`src/rtl/clkstop_pkg.sv`:
```
package clkstop_pkg;
  // Phase strobes of the divided clock, valid for the coming internal edge.
  typedef struct packed {
    logic rise;  // divided clock goes high on this edge
    logic fall;  // divided clock goes low on this edge
  } phase_evt_t;
endpackage

```
`src/rtl/clkstop_sync.sv`:
```
module clkstop_sync #(
  parameter int STAGES = 2
) (
  input  logic clk,
  input  logic rst,
  input  logic async_in,
  output logic sync_out
);
  logic [STAGES-1:0] chain_q;

  generate
    for (genvar s = 0; s < STAGES; s++) begin : g_stage
      if (s == 0) begin : g_first
        always_ff @(posedge clk) begin
          if (rst) chain_q[0] <= 1'b1;
          else     chain_q[0] <= async_in;
        end
      end else begin : g_next
        always_ff @(posedge clk) begin
          if (rst) chain_q[s] <= 1'b1;
          else     chain_q[s] <= chain_q[s-1];
        end
      end
    end
  endgenerate

  assign sync_out = chain_q[STAGES-1];
endmodule

```
`src/rtl/clkstop_div.sv`:
```
module clkstop_div
  import clkstop_pkg::*;
#(
  parameter int HALF = 2
) (
  input  logic       clk,
  input  logic       rst,
  output logic       div_q,
  output logic       div_d,
  output phase_evt_t evt
);
  localparam int CW = (HALF > 1) ? $clog2(HALF) : 1;
  localparam logic [CW-1:0] LAST = CW'(HALF - 1);

  logic [CW-1:0] cnt_q;
  logic          wrap;

  assign wrap     = (cnt_q == LAST);
  assign div_d    = wrap ? ~div_q : div_q;
  assign evt.rise = wrap & ~div_q;
  assign evt.fall = wrap & div_q;

  always_ff @(posedge clk) begin
    if (rst) begin
      cnt_q <= '0;
      div_q <= 1'b0;
    end else begin
      cnt_q <= wrap ? '0 : cnt_q + 1'b1;
      div_q <= div_d;
    end
  end
endmodule

```
`src/rtl/clkstop_ctrl.sv`:
```
module clkstop_ctrl
  import clkstop_pkg::*;
#(
  parameter int MIN_ON = 10
) (
  input  logic       clk,
  input  logic       rst,
  input  logic       stop_req,
  input  logic       div_lvl,
  input  phase_evt_t evt,
  output logic       en_q,
  output logic       en_d
);
  localparam int CW = $clog2(MIN_ON + 2);
  localparam logic [CW-1:0] LIMIT = CW'(MIN_ON);

  logic [CW-1:0] on_cnt_q, on_cnt_d;
  logic          pend_q, pend_d;
  logic          min_done;

  assign min_done = (on_cnt_q == LIMIT);

  always_comb begin
    en_d = en_q;
    if (evt.fall) begin
      if (en_q && min_done && (stop_req || pend_q)) en_d = 1'b0;
      else if (!en_q && !stop_req)                  en_d = 1'b1;
    end
  end

  always_comb begin
    on_cnt_d = on_cnt_q;
    if (!en_q && en_d)                           on_cnt_d = '0;
    else if (en_q && evt.rise && !min_done)      on_cnt_d = on_cnt_q + 1'b1;
  end

  always_comb begin
    pend_d = pend_q;
    if (!en_d)                 pend_d = 1'b0;
    else if (en_q && stop_req) pend_d = 1'b1;
  end

  always_ff @(posedge clk) begin
    if (rst) begin
      en_q     <= 1'b1;
      on_cnt_q <= '0;
      pend_q   <= 1'b0;
    end else begin
      en_q     <= en_d;
      on_cnt_q <= on_cnt_d;
      pend_q   <= pend_d;
    end
  end

  // enable moves only into a low phase of the divided clock
  p_en_low_phase_r10: assert property (@(posedge clk) disable iff (rst)
    !$stable(en_q) |-> !div_lvl);
  // the group never stops before the minimum window has elapsed
  p_min_on_r6: assert property (@(posedge clk) disable iff (rst)
    $fell(en_q) |-> $past(min_done));
  // a stop only ever follows a live or remembered request
  p_stop_cause_r2: assert property (@(posedge clk) disable iff (rst)
    $fell(en_q) |-> $past(stop_req || pend_q));
endmodule

```
`src/rtl/clkstop_gate.sv`:
```
module clkstop_gate
  import clkstop_pkg::*;
#(
  parameter int HALF        = 2,
  parameter int MIN_ON      = 10,
  parameter int SYNC_STAGES = 2,
  parameter int NUM_GATED   = 5
) (
  input  logic                 clk,
  input  logic                 rst,
  input  logic                 stop_n,
  output logic [NUM_GATED-1:0] gclk_o,
  output logic                 free_clk_o
);
  logic       run_sync;
  logic       div_q, div_d;
  logic       en_q, en_d;
  phase_evt_t evt;

  clkstop_sync #(.STAGES(SYNC_STAGES)) u_sync (
    .clk(clk), .rst(rst), .async_in(stop_n), .sync_out(run_sync)
  );

  clkstop_div #(.HALF(HALF)) u_div (
    .clk(clk), .rst(rst), .div_q(div_q), .div_d(div_d), .evt(evt)
  );

  clkstop_ctrl #(.MIN_ON(MIN_ON)) u_ctrl (
    .clk(clk), .rst(rst), .stop_req(~run_sync), .div_lvl(div_q),
    .evt(evt), .en_q(en_q), .en_d(en_d)
  );

  assign free_clk_o = div_q;

  generate
    for (genvar i = 0; i < NUM_GATED; i++) begin : g_out
      always_ff @(posedge clk) begin
        if (rst) gclk_o[i] <= 1'b0;
        else     gclk_o[i] <= div_d & en_d;
      end
    end
  endgenerate

  // a gated rise is always a rise of the free clock
  p_rise_align_r4: assert property (@(posedge clk) disable iff (rst)
    $rose(gclk_o[0]) |-> $rose(free_clk_o));
  // a gated fall is always a fall of the free clock
  p_fall_align_r3: assert property (@(posedge clk) disable iff (rst)
    $fell(gclk_o[0]) |-> $fell(free_clk_o));
  // every gated output agrees with the first one
  p_same_r8: assert property (@(posedge clk) disable iff (rst)
    gclk_o == {NUM_GATED{gclk_o[0]}});
endmodule

```
`config.mk`:
```
export PLATFORM = sky130hd
export DESIGN_NAME = clkstop_gate
export DESIGN_NICKNAME = d
export VERILOG_FILES = /design/src/rtl/clkstop_pkg.sv /design/src/rtl/clkstop_sync.sv /design/src/rtl/clkstop_div.sv /design/src/rtl/clkstop_ctrl.sv /design/src/rtl/clkstop_gate.sv
export SDC_FILE = /design/constraint.sdc
export NUM_CORES = 1
export LEC_CHECK = 0
export ABC_AREA = 1
export BUFFER_PORTS_ARGS = -buffer_cell sky130_fd_sc_hd__buf_4
export CORE_AREA = 2 2 39 41
export DETAILED_ROUTE_END_ITERATION = 10
export DIE_AREA = 0 0 41 43
export HOLD_SLACK_MARGIN = 0.12
export PLACE_DENSITY_LB_ADDON = 0.05
export RECOVER_POWER = 100
export SLEW_MARGIN = 20
export SYNTH_ARGS = -nofsm -noshare
export SYNTH_HDL_FRONTEND = slang
export SYNTH_SLANG_ARGS = --single-unit
```
`constraint.sdc`:
```
create_clock -name clk -period 2 [get_ports clk]
set_input_delay 0.3 -clock clk [delete_from_list [all_inputs] [get_ports clk]]
set_output_delay 0.3 -clock clk [all_outputs]
set_load 0.005 [all_outputs]
```
==> key figures, run 1 <==
Route
  – Total number of vias: a little under 400
  – Avg WL per Cell: about 9 um
  – Vias/cell: 4.512
  – First-pass detailed-route iteration total: 2
  – Antenna-violating nets left: 0
  – WL final: just under 800 um
  – Residual DRC: 0
  – DR iter-0 viols: 4

STA
  – Final WS setup: 0.6603 ns
  – WHS: ~0.22 ns
  – Period utilisation layout: 66.98%
  – Fmax: approximately 750 MHz
  – Unrepaired setup endpoints after global routing: no
  – Final min period: about 1.3 ns
  – Final Hold Vio Count: 0
  – Fin Clk Skew: ~0.0046 ns
  – Final setup fails: 0
  – Least-Margin Pin Slew: ~0.43 ns
  – Max-slew headroom: a little under three quarters
  – Fin Setup TNS: 0 ns
  – Max-slew violations: 0

Min path
  – Worst hold path class: input pin to register
  – Hold Startpoint: stop_n
  – Worst hold endpoint: u_sync.chain_q[0]
  – Hold Path Depth: 2

GRT
  – Vias in the first global route: between 300 and 400
  – Largest net degree at the start of global routing: 7
  – First-pass GRT wire length: 1449 um
  – GRT Overall Usage: approximately an eighth
  – Initial antenna violation count: 0
  – Gr ovfl total: 0

Floorplanning
  – Io pins: 9
  – Initial Util: a little over a third
  – Die footprint: between 1500 and 2000 um^2
  – Core Region: approximately 1400 um^2
  – Row Count: 14
  – Die W: roughly 41 um
  – Die Height: 43 um

Placed design
  – GPL Wtd Cong: 0.6849
  – Dpl ws: 0.7474 ns
  – IO buf count: 8
  – Dpl hpwl: 596.9 um

Critical path
  – CP startpoint kind: register
  – Critical path class: register to register
  – Worst Path Max Fanout: 5
  – CP Data Required Time: 2.20 ns
  – WP buf/inv: 1
  – Crit-path cells: inv_1 -> ha_1 -> nand2_1 -> nor2_1 -> nor2_1 -> nand2_1 -> a21oi_1
  – R2r setup slk: between 0.6 and 0.7 ns
  – Crit path launch: u_ctrl.on_cnt_q[0]
  – CP peak stage delay: roughly 0.41 ns
  – Crit path max-delay cell type: dfxtp_1
  – Crit path max-delay family: simple AND/OR/NAND/NOR gates
  – Worst EP arrival: roughly 1.5 ns
  – R2R Path End: u_ctrl.on_cnt_q[2]
  – R2r worst-path depth: 7
  – Reg2reg start: u_ctrl.on_cnt_q[0]
  – Worst setup EP type: register

Yosys
  – Sequential area share after synthesis: about 44%
  – Share of the synthesized area in the top cell type: 44.11%
  – Syn Nets: 69
  – Syn_area_per_cell: just over 8 um^2
  – Gate count of the mapped netlist: 62
  – Cell taking the most area after synthesis: dfxtp_1
  – Synthesis-stage register bit count: 11
  – Synth warn: 0
  – Ranking of synthesized cells by area: dfxtp_1 (44%), nand2_1 (12%), ha_1 (10%), buf_4 (6.0%), inv_1 (5.3%)
  – Synth unique cells: 15
  – Mapped Area: 499.2 um^2

Finish
  – Fraction of layout cells with a size suffix above 1: between 10% and 20%
  – Most frequent cells in the layout: nand2_1 (16), dfxtp_1 (11), clkbuf_4 (9), inv_1 (7), a21oi_1 (5)
  – Most common cell after layout, fill and taps aside: nand2_1
  – Final nets: 78
  – Area grow syn2layout: 14.04%
  – ANT cells: 0

Run
  – MaxCap Viol Count: 0

CTS
  – CTS tree: done
  – Htree depth: 1
  – Max Root-Sink Buffers: 2
  – Hold buffers post-CTS: 0
  – Clock sinks: 11
  – Post-cts sizing count: 0
  – Root Driver: clkbuf_4
  – Later-pin clock latency in the skew report: around 0.27 ns
  – Worst-path clk slew: 0.07 ns
  – Total CTS buffers: 3
  – Post-CTS Repair Setup Buffers: 0

Status
  – Status: finished, final reports clean

Pwr
  – Worst vdd ir: 0.4862 mV
  – Cell Pwr Density: slightly below 800 nW/um^2
  – Leak: roughly 0.27 nW
[cell families (layout without fill, tap and decap cells)]
kind of cell	after synthesis	count (layout)	share of synthesized area, %
and+or+nand+nor	25	25	21.30
xor gates and xnor gates	1	1	1.755
adders and majority gates	4	4	10.03
AOI/OAI and AO/OA	10	10	11.53
DFF	11	11	44.11
buffers and inverters	11	19	11.28
[per-stage QoR]
step	instances	cell area, um^2	total power, mW	utilization [%]
detailed placement	82	549.3	0.3031	39.69
global placement	82	549.3	0.3037	39.69
global route	86	569.3	0.4797	41.14
floorplan	62	499.2	0.2846	-
finish	86	569.3	0.4423	41.14
CTS	86	575.6	0.4575	41.59
[power by group]
part | total [mW] | internal [mW] | leakage, nW | switching, mW
clock network | 0.149 | 0.0772 | 0.0150 | 0.0716
logic | 0.0529 | 0.0283 | 0.166 | 0.0247
registers | 0.241 | 0.231 | 0.0903 | 0.00955
total | 0.442 | 0.336 | 0.271 | 0.106
[final cells by class]
class	instances	area, um^2
Timing Repair Buffer	8	56.30
Sequential cell	11	220.2
Fill cell	151	814.5
Multi-Input combinational cell	40	220.2
Inverter	7	26.28
Clock buffer	4	26.28
Tap cell	16	20.02
[Yosys cell counts]
library cell / n
a21boi_0: 1
o21ai_0: 2
o21bai_1: 2
inv_1: 7
nand3_1: 2
nand2_1: 16
nor2_2: 1
ha_1: 4
nor2_1: 3
dfxtp_1: 11
a21oi_1: 5
or2_2: 2
xor2_1: 1
nand4_1: 1
buf_4: 4
[flip-flops by register name, summed over array words and instances, names as in the netlist]
name	count
u_ctrl.en_q	1
u_div.div_q	1
u_sync.sync_out	1
u_ctrl.pend_q	1
u_div.cnt_q	1
u_sync.chain_q	1
gclk_o	1
u_ctrl.on_cnt_q	4
[worst max path at each step]
stage | end | cells past startpoint | slack (ns)
5_1_grt | u_ctrl.on_cnt_q[1] | 7 | 0.49
2_1_floorplan | u_ctrl.on_cnt_q[0] | 7 | 0.90
4_1_cts | u_ctrl.on_cnt_q[1] | 7 | 0.73
6_report | u_ctrl.on_cnt_q[2] | 7 | 0.66
3_3_place_gp | u_ctrl.on_cnt_q[2] | 7 | 0.74
3_5_place_dp | u_ctrl.on_cnt_q[1] | 7 | 0.75
[per-layer routing]
metal / vias up / track usage [%] / wire [um] / share of wire [%]
li1: 212 / - / - / -
met1: 162 / 13.73 / 371 / 48
met2: 12 / 18.44 / 317 / 41
met3: 2 / 9.424 / 69 / 8.9
met4: 0 / 8.000 / 15 / 1.9
met5: - / 0 / 0 / 0
Note: power is estimated with default switching activity, not from simulation.
==> inputs of run 2 (changes only) <==
- clock period: 2 -> 1.2 ns (I/O delays scaled with it)
==> run 2 against run 1 <==
  * Clock-buffer cell count unchanged
  * Clock skew decreased by 0.0013 ns
  * Worst hold slack improved by 0.21 ns
  * Clock power increased by 70%
  * Via count increased by 4.9%
  * Combinational power increased by 130%
  * Design area increased by 17%
==> key figures, run 2 (same netlist as run 1, synthesis figures left out) <==
Route
  – Avg WL per Cell: a little under 10 um
  – Antenna-violating nets left: 0
  – WL final: roughly 880 um
  – Residual DRC: 0
  – DR iter-0 viols: 8
  – Vias/cell: between 4 and 5
  – Total number of vias: roughly 400
  – First-pass detailed-route iteration total: 2

CTS
  – Max Root-Sink Buffers: 2
  – Post-CTS Repair Setup Buffers: 0
  – CTS tree: done
  – Htree depth: 1
  – Root Driver: clkbuf_4
  – Total CTS buffers: 3
  – Worst-path clk slew: roughly 0.070 ns
  – Later-pin clock latency in the skew report: roughly 0.27 ns
  – Clock sinks: 11

GRT
  – Initial antenna violation count: 0
  – Vias in the first global route: 411
  – GRT Overall Usage: 13.64%
  – First-pass GRT wire length: about 1600 um
  – Largest net degree at the start of global routing: 7
  – Gr ovfl total: 0

Finish
  – Biggest register: u_ctrl.on_cnt_q
  – Util after Layout: between 40 and 50%
  – Most frequent cells in the layout: nand2_1 (12), buf_4 (10), dfxtp_1 (9), inv_1 (7), a21oi_1 (5)
  – Final nets: a little over 80
  – Most common cell after layout, fill and taps aside: nand2_1
  – Area grow syn2layout: 33.83%
  – Non-filler cells, final: slightly above 90
  – Sequential cell area: approximately 220 um^2
  – Max reg flops: 4
  – ANT cells: 0
  – Fillers: about 130
  – Fraction of layout cells with a size suffix above 1: roughly 33%
  – Area of the multi-input gates: 274.0 um^2

Pwr
  – Total power: between 0.7 and 0.8 mW
  – Worst vdd ir: roughly 0.84 mV
  – Cell Pwr Density: between 1000 and 1500 nW/um^2
  – Leak: around 0.32 nW

STA
  – Fmax: approximately 900 MHz
  – Period utilisation layout: between 90 and 100%
  – Final setup fails: 0
  – Least-Margin Pin Slew: around 0.34 ns
  – Final Hold Vio Count: 0
  – Final min period: 1.107 ns
  – Max-slew headroom: 77.16%
  – Max-slew violations: 0
  – WHS: roughly 0.42 ns
  – Fin Clk Skew: roughly 0.0032 ns
  – Fin Setup TNS: 0 ns

Floorplanning
  – Core Region: approximately 1400 um^2
  – Io pins: 9
  – Row Count: 14
  – Die W: about 40 um
  – Die footprint: between 1500 and 2000 um^2
  – Die Height: around 43 um
  – Initial Util: between 30 and 40%

Min path
  – Worst hold path class: register to register

Critical path
  – Worst EP arrival: approximately 1.3 ns
  – Worst setup EP type: register
  – CP Data Required Time: between 1 and 1.5 ns
  – Critical path class: register to register
  – Worst Path Max Fanout: 3
  – CP startpoint kind: register

Placed design
  – IO buf count: 8
  – Dpl hpwl: about 650 um
  – GPL Wtd Cong: around 0.74
  – DP Cell Count: 85

Status
  – Status: finished, final reports clean

Run
  – MaxCap Viol Count: 0
run 2: power by group:
part / total [mW] / leakage [nW] / switching (mW) / internal [mW]
Clock: 0.254 / 0.0150 / 0.125 / 0.129
Sequential: 0.400 / 0.0910 / 0.0140 / 0.386
Combinational: 0.123 / 0.213 / 0.0539 / 0.0696
run 2: repair_timing:
action	CTS	global route
gates resized for setup	0	14
hold buffers	2	0
endpoints found under the hold margin	3	0
endpoints found under the setup margin	0	7
run 2: worst paths after layout:
check	to	startpoint	slack, ns	cells after the start
setup / recovery	gclk_o[4]	u_ctrl.on_cnt_q[0]	0.09	7
hold / removal	u_sync.sync_out	u_sync.chain_q[0]	0.42	1
setup reg to reg	gclk_o[4]	u_ctrl.on_cnt_q[0]	0.09	7
hold reg to reg	u_sync.sync_out	u_sync.chain_q[0]	0.42	1
run 2: critical path, cell delays in order, from the launching register on:
cell and delay [ns]:
dfxtp_2 0.32, inv_1 0.10, ha_4 0.15, nand2_4 0.06, nor2_4 0.15, nand2_2 0.06, nand2_2 0.07, a21boi_0 0.08
run 2: final cells by class:
class	instances	share of cell area, %
well taps	16	2.996
repair buffers	13	14.79
flip-flops and latches	11	33.33
clock buffers	4	3.933
multi-input cells	40	41.01
inverters	7	3.933
run 2: routing by layer:
layer	routed length, um	part of all wire (%)	up-vias	GRT usage (%)
met5	0	0	-	0
met4	23	2.6	0	10.00
met3	53	6.1	4	4.712
met2	387	44	11	19.38
met1	413	47	173	16.07
li1	-	-	219	-
run 2: stage by stage:
step / setup WS (ns) / cell area, um^2
2_1_floorplan: 0.09765 / 499.2
3_3_place_gp: 0.04985 / 571.8
3_5_place_dp: 0.04497 / 571.8
4_1_cts: 0.02787 / 618.1
5_1_grt: -0.001377 / 668.1
6_report: 0.09281 / 668.1
==> inputs of run 3 (changes only) <==
- clock period: 1.2 -> 1.3 ns (I/O delays scaled with it)
==> run 3 against run 2 <==
  * Clock-buffer cell count is the same
  * Combinational power is 20% lower
  * Design area is 8.4% lower
  * Worst hold slack got worse by 0.0095 ns
  * Worst setup slack improved by 0.015 ns
  * Register-to-register slack better by 0.02 ns
  * Highest routed layer unchanged
  * Clock skew is 0.0013 ns lower
  * Largest cell class unchanged
  * Sequential share of layout area increased by 2.9 points
  * Sequential cell count is the same
==> key figures, run 3 (same netlist as run 1, synthesis figures left out) <==
Route
  – Antenna-violating nets left: 0
  – Total number of vias: a little over 400
  – Vias/cell: around 4.4
  – Residual DRC: 0
  – DR iter-0 viols: 7
  – First-pass detailed-route iteration total: 4
  – WL final: between 800 and 900 um
  – Avg WL per Cell: between 9 and 10 um

CTS
  – Worst-path clk slew: about 0.070 ns
  – Clock sinks: 11
  – Total CTS buffers: 3
  – CTS tree: done
  – Htree depth: 1
  – Root Driver: clkbuf_4
  – Post-CTS Repair Setup Buffers: 0
  – Max Root-Sink Buffers: 2
  – Later-pin clock latency in the skew report: between 0.2 and 0.3 ns

Floorplanning
  – Die W: 41 um
  – Die footprint: around 1800 um^2
  – Io pins: 9
  – Die Height: 43 um
  – Row Count: 14
  – Initial Util: 36.08%
  – Core Region: approximately 1400 um^2

Critical path
  – CP Data Required Time: 1.50 ns
  – R2r worst-path depth: 7
  – Worst EP arrival: about 1.4 ns
  – Worst Path Max Fanout: 4
  – CP startpoint kind: register
  – Critical path class: register to register
  – Worst setup EP type: register

GRT
  – Vias in the first global route: 350
  – GRT Overall Usage: 11.50%
  – First-pass GRT wire length: about 1300 um
  – Gr ovfl total: 0
  – Initial antenna violation count: 0
  – Largest net degree at the start of global routing: 7

STA
  – Max-slew violations: 0
  – Fmax: between 800 and 900 MHz
  – Max-slew headroom: between 80 and 90%
  – Fin Setup TNS: 0 ns
  – Final Hold Vio Count: 0
  – Final min period: about 1.2 ns
  – Final setup fails: 0
  – Least-Margin Pin Slew: just under 0.3 ns
  – Unrepaired setup endpoints after global routing: yes
  – Fin Clk Skew: approximately 0.0020 ns
  – Period utilisation layout: about nine tenths

Finish
  – ANT cells: 0
  – Area grow syn2layout: 22.56%
  – Fillers: 144
  – Biggest register: u_ctrl.on_cnt_q
  – Max reg flops: 4
  – Fraction of layout cells with a size suffix above 1: 21.33%
  – Final nets: 83
  – Most common cell after layout, fill and taps aside: nand2_1
  – Non-filler cells, final: 91
  – Most frequent cells in the layout: nand2_1 (16), dfxtp_1 (10), clkbuf_4 (8), inv_1 (7), a21oi_1 (5)

Placed design
  – IO buf count: 8
  – DP Cell Count: 85
  – GPL Wtd Cong: between 0.7 and 0.8
  – Dpl hpwl: 659.7 um

Run
  – MaxCap Viol Count: 0

Status
  – Status: finished, final reports clean

Pwr
  – Leak: around 0.29 nW
  – Worst vdd ir: around 0.51 mV
  – Cell Pwr Density: 1143 nW/um^2
  – Total power: between 0.6 and 0.7 mW

Min path
  – Hold Path Depth: 1
  – Worst hold path class: register to register
==> run 3: cell count changes in the layout (fill, tap and decap cells not counted), sizes merged <==
cell    before  now
clkbuf       5   11
buf         10    4
==> run 3: worst paths after layout <==
kind                                          from  slack, ns                 end
worst max-delay path            u_ctrl.on_cnt_q[0]       0.11  u_ctrl.on_cnt_q[1]
worst min-delay path             u_sync.chain_q[0]       0.41     u_sync.sync_out
worst max register to register  u_ctrl.on_cnt_q[0]       0.11  u_ctrl.on_cnt_q[1]
worst min register to register   u_sync.chain_q[0]       0.41     u_sync.sync_out
==> run 3: layer usage <==
layer	wire length (um)	global-route usage, %
met3	49	3.141
met2	363	15.63
met5	0	0
met1	421	15.03
met4	19	8.000
==> run 3: report_power, final <==
group	switching [mW]	internal, mW	leakage, nW	total [mW]
combinational	0.0458	0.0524	0.187	0.0982
clock	0.116	0.119	0.0150	0.234
sequential	0.0110	0.356	0.0907	0.367
==> run 3: cell type report <==
type                       count  area [um^2]  share of cell area, %
multi-input combinational     40        222.7                  36.40
sequential                    11        221.5                  36.20
timing repair buffer          13        95.09                  15.54
clock buffer                   4        26.28                  4.294
inverter                       7        26.28                  4.294
tap                           16        20.02                  3.272
==> run 3: worst max-delay path: stages, from the launching register on <==
cell and delay [ns]:
dfxtp_2 0.33, inv_1 0.05, ha_1 0.18, nand2_1 0.09
nor2_1 0.07, nor2_2 0.21, nand2_1 0.07, a21oi_1 0.14
==> run 3: repair_timing <==
action	in CTS	in global routing
gates resized for setup	0	1
hold buffers	2	0
hold endpoints to repair	2	0
setup endpoints to repair	0	2
==> run 3: metrics by stage <==
| stage | util, % | instance area, um^2 | setup WS [ns] | hold slack [ns] |
|---|---|---|---|---|
| 3_3_place_gp | 41.32 | 571.8 | 0.1378 | 0.3844 |
| 5_1_grt | 44.21 | 611.8 | -0.002428 | 0.4270 |
| 4_1_cts | 44.67 | 618.1 | 0.1143 | 0.4155 |
| 3_5_place_dp | 41.32 | 571.8 | 0.1313 | 0.3833 |
| 2_1_floorplan | - | 499.2 | 0.1976 | 0.2674 |
| 6_report | 44.21 | 611.8 | 0.1081 | 0.4128 |
